==> config.mk <==
export PLATFORM = sky130hd
export DESIGN_NAME = sci_rx_core
export DESIGN_NICKNAME = d
export VERILOG_FILES = /design/src/rtl/sci_rx_pkg.sv /design/src/rtl/rx_bit_sampler.sv /design/src/rtl/rx_flag_regs.sv /design/src/rtl/sci_rx_core.sv
export SDC_FILE = /design/constraint.sdc
export NUM_CORES = 1
export LEC_CHECK = 0
export BUFFER_PORTS_ARGS = -buffer_cell sky130_fd_sc_hd__buf_2
export CORE_MARGIN = 2
export CORE_UTILIZATION = 40
export CTS_BUF_LIST = sky130_fd_sc_hd__clkbuf_8 sky130_fd_sc_hd__clkbuf_16
export DETAILED_ROUTE_END_ITERATION = 8
export RECOVER_POWER = 100
export SLEW_MARGIN = 10
export SYNTH_ARGS = -nofsm -noshare
export SYNTH_HDL_FRONTEND = slang
export SYNTH_SLANG_ARGS = --single-unit
==> constraint.sdc <==
create_clock -name clk -period 2.1 [get_ports clk]
set_clock_uncertainty 0.15 [all_clocks]
set_input_delay 0.315 -clock clk [delete_from_list [all_inputs] [get_ports clk]]
set_output_delay 0.315 -clock clk [all_outputs]
set_load 0.01 [all_outputs]
==> src/rtl/sci_rx_pkg.sv <==
package sci_rx_pkg;
  localparam int unsigned DATA_W = 9;

  typedef enum logic [1:0] {RX_IDLE, RX_START, RX_DATA, RX_STOP} rx_st_e;

  typedef struct packed {
    logic [DATA_W-1:0] data;
    logic              noise;
    logic              perr;
    logic              ferr;
  } rx_word_t;

  // two-of-three vote
  function automatic logic maj3(input logic a, input logic b, input logic c);
    return (a & b) | (a & c) | (b & c);
  endfunction

  // any sample in a group that differs from the others
  function automatic logic split3(input logic a, input logic b, input logic c);
    return (a ^ b) | (b ^ c);
  endfunction

  // number of data bits in a frame
  function automatic logic [3:0] data_bits(input logic long_m);
    return long_m ? 4'd9 : 4'd8;
  endfunction

  // mismatch between the ones count over the data bits and the parity sense
  function automatic logic parity_bad(input logic [DATA_W-1:0] d, input logic odd);
    return (^d) ^ odd;
  endfunction
endpackage

==> src/rtl/rx_bit_sampler.sv <==
module rx_bit_sampler
  import sci_rx_pkg::*;
#(
  parameter int unsigned OSR = 16
) (
  input  logic     clk,
  input  logic     rst_n,
  input  logic     rt_tick,
  input  logic     rx_s,
  input  logic     rx_en,
  input  logic     long_mode,
  input  logic     par_en,
  input  logic     par_odd,
  output logic     frame_done,
  output rx_word_t word,
  output logic     line_idle
);
  localparam int unsigned PW  = $clog2(OSR);
  localparam int unsigned MID = OSR / 2;
  localparam logic [PW-1:0] P_A = PW'(MID - 1);
  localparam logic [PW-1:0] P_B = PW'(MID);
  localparam logic [PW-1:0] P_C = PW'(MID + 1);
  localparam int unsigned IDLE_MAX = OSR * 11;
  localparam int unsigned IW = $clog2(IDLE_MAX + 1);
  localparam logic [IW-1:0] IDLE_SHORT = IW'(OSR * 10);
  localparam logic [IW-1:0] IDLE_LONG  = IW'(IDLE_MAX);

  rx_st_e            st;
  logic [PW-1:0]     phase;
  logic [3:0]        bit_idx;
  logic              s_a, s_b;
  logic [DATA_W-1:0] shreg;
  logic              noise_acc;
  logic [IW-1:0]     hi_cnt;

  // named events for checking
  logic vote, vote_split, at_vote, last_bit;
  assign at_vote    = rt_tick && (st != RX_IDLE) && (phase == P_C);
  assign vote       = maj3(s_a, s_b, rx_s);
  assign vote_split = split3(s_a, s_b, rx_s);
  assign last_bit   = (bit_idx == data_bits(long_mode) - 4'd1);

  always_ff @(posedge clk or negedge rst_n) begin
    if (!rst_n) begin
      st <= RX_IDLE;
      phase <= '0;
      bit_idx <= '0;
      s_a <= 1'b1;
      s_b <= 1'b1;
      shreg <= '0;
      noise_acc <= 1'b0;
      frame_done <= 1'b0;
      word <= '0;
    end else begin
      frame_done <= 1'b0;
      if (!rx_en) begin
        st <= RX_IDLE;
      end else if (rt_tick) begin
        if (st == RX_IDLE) begin
          if (!rx_s) begin
            st <= RX_START;
            phase <= PW'(1);
            shreg <= '0;
            noise_acc <= 1'b0;
          end
        end else begin
          phase <= phase + PW'(1);
          if (phase == P_A) s_a <= rx_s;
          if (phase == P_B) s_b <= rx_s;
          if (phase == P_C) begin
            unique case (st)
              RX_START: begin
                if (vote) st <= RX_IDLE;
                else begin
                  st <= RX_DATA;
                  bit_idx <= '0;
                  noise_acc <= vote_split;
                end
              end
              RX_DATA: begin
                shreg <= shreg | (DATA_W'(vote) << bit_idx);
                noise_acc <= noise_acc | vote_split;
                if (last_bit) st <= RX_STOP;
                else bit_idx <= bit_idx + 4'd1;
              end
              RX_STOP: begin
                st <= RX_IDLE;
                frame_done <= 1'b1;
                word.data <= shreg;
                word.noise <= noise_acc | vote_split;
                word.perr <= par_en & parity_bad(shreg, par_odd);
                word.ferr <= ~vote;
              end
              default: st <= RX_IDLE;
            endcase
          end
        end
      end
    end
  end

  // idle-line run counter, counts high samples while waiting
  always_ff @(posedge clk or negedge rst_n) begin
    if (!rst_n) hi_cnt <= '0;
    else if (!rx_en || st != RX_IDLE) hi_cnt <= '0;
    else if (rt_tick) begin
      if (!rx_s) hi_cnt <= '0;
      else if (hi_cnt != IDLE_LONG) hi_cnt <= hi_cnt + IW'(1);
    end
  end

  assign line_idle = rx_en && (hi_cnt >= (long_mode ? IDLE_LONG : IDLE_SHORT));


  off_idle_chk: assert property (@(posedge clk) disable iff (!rst_n)
    !rx_en |=> (st == RX_IDLE) && !line_idle);

  bit_idx_chk: assert property (@(posedge clk) disable iff (!rst_n)
    (st == RX_DATA) |-> (bit_idx < data_bits(long_mode)));

  done_from_stop_chk: assert property (@(posedge clk) disable iff (!rst_n)
    frame_done |-> ($past(st) == RX_STOP));

  idle_state_chk: assert property (@(posedge clk) disable iff (!rst_n)
    line_idle |-> (st == RX_IDLE));
endmodule

==> src/rtl/rx_flag_regs.sv <==
module rx_flag_regs
  import sci_rx_pkg::*;
(
  input  logic              clk,
  input  logic              rst_n,
  input  logic              frame_done,
  input  rx_word_t          word,
  input  logic              rd_stat,
  input  logic              rd_data,
  input  logic              acc_other,
  output logic [DATA_W-1:0] data_q,
  output logic              rdy,
  output logic              ovr,
  output logic              nf,
  output logic              pf,
  output logic              fe
);
  logic armed;
  logic clear_fire;
  logic overrun_ev;

  assign overrun_ev = frame_done && rdy;
  assign clear_fire = armed && rd_data && !frame_done && !acc_other;

  always_ff @(posedge clk or negedge rst_n) begin
    if (!rst_n) armed <= 1'b0;
    else if (frame_done || acc_other) armed <= 1'b0;
    else if (rd_stat) armed <= 1'b1;
    else if (rd_data) armed <= 1'b0;
  end

  always_ff @(posedge clk or negedge rst_n) begin
    if (!rst_n) begin
      data_q <= '0;
      rdy <= 1'b0;
      ovr <= 1'b0;
      nf <= 1'b0;
      pf <= 1'b0;
      fe <= 1'b0;
    end else if (frame_done) begin
      if (rdy) ovr <= 1'b1;
      else begin
        data_q <= word.data;
        rdy <= 1'b1;
        nf <= word.noise;
        pf <= word.perr;
        fe <= word.ferr;
      end
    end else if (clear_fire) begin
      rdy <= 1'b0;
      ovr <= 1'b0;
      nf <= 1'b0;
      pf <= 1'b0;
      fe <= 1'b0;
    end
  end


  rdy_rise_chk: assert property (@(posedge clk) disable iff (!rst_n)
    $rose(rdy) |-> $past(frame_done));

  ovr_needs_rdy_chk: assert property (@(posedge clk) disable iff (!rst_n)
    ovr |-> rdy);

  ovr_keep_chk: assert property (@(posedge clk) disable iff (!rst_n)
    overrun_ev |=> $stable(data_q) && ovr && $stable({nf, pf, fe}));

  clear_chk: assert property (@(posedge clk) disable iff (!rst_n)
    (armed && rd_data && !frame_done && !acc_other) |=> !rdy && !ovr && !nf && !pf && !fe);

  no_arm_chk: assert property (@(posedge clk) disable iff (!rst_n)
    (rd_data && !armed && !frame_done) |=> $stable(rdy) && $stable(ovr));
endmodule

==> src/rtl/sci_rx_core.sv <==
module sci_rx_core
  import sci_rx_pkg::*;
#(
  parameter int unsigned OSR         = 16,
  parameter int unsigned SYNC_STAGES = 2
) (
  input  logic              clk,
  input  logic              rst_n,
  input  logic              rt_tick,
  input  logic              rx_in,
  input  logic              rx_en,
  input  logic              long_mode,
  input  logic              par_en,
  input  logic              par_odd,
  input  logic              irq_en,
  input  logic              rd_stat,
  input  logic              rd_data,
  input  logic              acc_other,
  output logic [DATA_W-1:0] rx_data,
  output logic              rdy,
  output logic              ovr,
  output logic              noise_err,
  output logic              parity_err,
  output logic              frame_err,
  output logic              line_idle,
  output logic              irq
);
  logic [SYNC_STAGES-1:0] sync_q;
  logic                   rx_s;
  logic                   frame_done;
  rx_word_t               word;

  always_ff @(posedge clk or negedge rst_n) begin
    if (!rst_n) sync_q <= '1;
    else sync_q <= {sync_q[SYNC_STAGES-2:0], rx_in};
  end
  assign rx_s = sync_q[SYNC_STAGES-1];

  rx_bit_sampler #(.OSR(OSR)) u_samp (
    .clk(clk), .rst_n(rst_n), .rt_tick(rt_tick), .rx_s(rx_s), .rx_en(rx_en),
    .long_mode(long_mode), .par_en(par_en), .par_odd(par_odd),
    .frame_done(frame_done), .word(word), .line_idle(line_idle)
  );

  rx_flag_regs u_flags (
    .clk(clk), .rst_n(rst_n), .frame_done(frame_done), .word(word),
    .rd_stat(rd_stat), .rd_data(rd_data), .acc_other(acc_other),
    .data_q(rx_data), .rdy(rdy), .ovr(ovr), .nf(noise_err), .pf(parity_err), .fe(frame_err)
  );

  assign irq = irq_en & rdy;


  irq_follow_chk: assert property (@(posedge clk) disable iff (!rst_n)
    $rose(irq) |-> irq_en && ($rose(rdy) || $rose(irq_en)));
endmodule

==> impl_metrics.json <==
{
  "status": "complete, no violations",
  "htree_levels": 3,
  "max_freq_mhz": 498,
  "gp_congestion": 0.831,
  "syn-num-nets": 311,
  "critical_path.startpoint_type": "flop",
  "cts_root_buf": "clkbuf_8",
  "syn_to_final_growth_pct": 15.3,
  "numClockSinks": 60,
  "hold_viol": 0,
  "layout_commonest_cell": "dfrtp_1",
  "drtIter0Drc": 95,
  "leakagePower_nw": 1.73,
  "synth-seq-cells": 60,
  "worstRegToRegCells": 6,
  "crit_type": "reg2out",
  "worst_slew_pin_slew_ps": 1340,
  "hp-start": "par_en",
  "fin_nets": 350,
  "fin_crit_sh_pct": 95.6,
  "diodes": 0,
  "async_flop_share_pct": 100,
  "setup_tns_ps": 0,
  "vias_per_cell": 5.30,
  "drc": 0,
  "place_ws_ps": 85.8,
  "totalWireLength_um": 6090,
  "cts_made_buffers": 9,
  "final_core_util_pct": 47.2,
  "detail-route-antenna-nets": 0,
  "synthesis.area_mm2": 0.00315,
  "initial_core_util_pct": 40.9,
  "wire_per_inst_um": 14.1,
  "die_area_mm2": 0.00859,
  "p_per_area_mw_per_mm2": 791,
  "most-common-layout-cells": "dfrtp_1 (56), mux2_2 (22), nor2_1 (21)",
  "yosys_most_used_dff": "dfrtp_1",
  "maxCapViolCount": 0,
  "synth-seq-area-share_pct": 47.9,
  "die_x_um": 92.7,
  "yosysUniqueCellTypes": 63,
  "globalRoute.totalOverflow": 0,
  "grt_pass1_vias": 2162,
  "min_to": "u_samp.word[1]",
  "synthTopCellsByArea": "dfrtp_1 (45%), mux2_2 (7.9%), ha_1 (5.2%)",
  "hold_depth": 3,
  "clk_pin_slew_ps": 70,
  "synth_edf_count": 0,
  "setup_viol": 0,
  "end_kind": "primary output",
  "fp.dieH_um": 92.7,
  "vdd_ir_drop_max_mv": 0.255,
  "fp-row-count": 32,
  "r2r_end": "u_samp.hi_cnt[0]",
  "dr.pass1.iters": 4,
  "vias": 2290,
  "track_usage_pct": 15.6,
  "min_path_type": "in2reg",
  "yosys.area.top_type": "dfrtp_1",
  "report.final.slew_viol_count": 0,
  "synth_area_per_cell_um2": 11.0,
  "clkLatencyLatePin_ps": 330,
  "grt_pass1_wl_um": 10600,
  "worst-path-max-fanout": 6,
  "slew_headroom_pct": 10.9,
  "synthCells": 286,
  "finalCriticalPeriod_ps": 2010,
  "cts_buffer_depth": 2,
  "reg2reg_from": "u_samp.st[1]",
  "rsz0062_at_grt": "false",
  "portBuffers": 27,
  "core-area_mm2": 0.00769,
  "synth_top_area_share_pct": 44.5,
  "cts_tree": "built",
  "r2r_slack_ps": 120,
  "grt_max_degree": 39,
  "io_pins": 28,
  "worstPathArrival_ps": 1540,
  "dp_hpwl_um": 4380,
  "final_layout_size_suffix_gt1_share_pct": 21.5,
  "grt_antenna_before_repair": 0,
  "yosys_warnings": 0,
  "worstPathRequired_ps": 1630,
  "fin_ws_ps": 91.4
}
-- through the flow --
step	instances	area, um2	total power, mW	hold WS (ps)
5_1_grt	432	3630	3.06	98.9
3_3_place_gp	412	3420	1.83	181
6_report	432	3630	2.87	85.9
2_1_floorplan	286	3150	1.72	-131
4_1_cts	432	3670	2.91	68.6
3_5_place_dp	412	3420	1.84	187
-- kinds of logic after synthesis --
group	count (synthesis)	share of synthesized area, %
DFF	60	47.9
xor gates and xnor gates	8	2.66
adders and majority gates	13	5.17
muxes	26	9.15
AOI/OAI and AO/OA	65	16.1
buffers and inverters	29	4.29
and+or+nand+nor	85	14.7
-- registers in the layout, summed over array words and instances (netlist names), 2 cells and up --
| signal | count |
|---|---|
| u_samp.shreg | 9 |
| u_samp.hi_cnt | 8 |
| u_samp.st | 2 |
| u_flags.data_q | 9 |
| sync_q | 2 |
| u_samp.bit_idx | 4 |
| u_samp.word | 12 |
| u_samp.phase | 4 |
-- layer usage --
metal,GRT usage [%],vias up,wire (um)
met4,7.23,0,139
met3,3.17,13,187
met5,0,-,0
met1,21.1,1116,3010
met2,24.0,44,2760
li1,-,1117,-
-- final cells by class --
cell class	count	area, um2
multi-input combinational	197	1500
clock inverter	5	51.3
timing repair buffer	41	226
sequential	60	1510
inverter	16	60.1
fill	742	4060
tap	102	128
clock buffer	11	151
-- worst max-delay path: stages (launching register included) --
cell and delay (ps):
dfrtp_1 440, nor3_2 230, and4_1 220, o21ai_1 60, a21boi_1 120, buf_2 140
-- worst max path at each step --
stage | slack, ps | depth (start not counted) | from | to
after CTS | 20 | 5 | u_samp.hi_cnt[3] | line_idle
after detailed placement | 90 | 7 | u_samp.st[1] | u_samp.shreg[4]
after global routing | 3 | 6 | u_samp.hi_cnt[4] | line_idle
after global placement | 170 | 7 | u_samp.st[1] | u_samp.shreg[4]
final | 90 | 5 | u_samp.hi_cnt[2] | line_idle
after floorplan | 270 | 6 | u_samp.st[0] | u_samp.word[10]
-- power by group --
group	total [mW]	switching, mW	internal, mW	leakage (nW)
combinational	0.443	0.250	0.193	0.812
clock	1.06	0.452	0.604	0.107
sequential	1.37	0.134	1.24	0.808
-- synthesized netlist by cell type (all sizes together), types with 5 or more instances --
| cell type | number |
|---|---|
| a21oi | 9 |
| and3 | 5 |
| buf | 11 |
| dfrtp | 56 |
| ha | 13 |
| inv | 16 |
| mux2 | 22 |
| nand2 | 17 |
| nand3 | 9 |
| nor2 | 21 |
| o21ai | 12 |
| xnor2 | 6 |
-- what timing repair did --
item	4_1_cts	5_1_grt
gates resized for setup	1	4
hold endpoints to repair	20	0
hold buffers	3	0
setup endpoints to repair	1	17
setup buffers	1	0
Power figures use the tool's default switching activity.
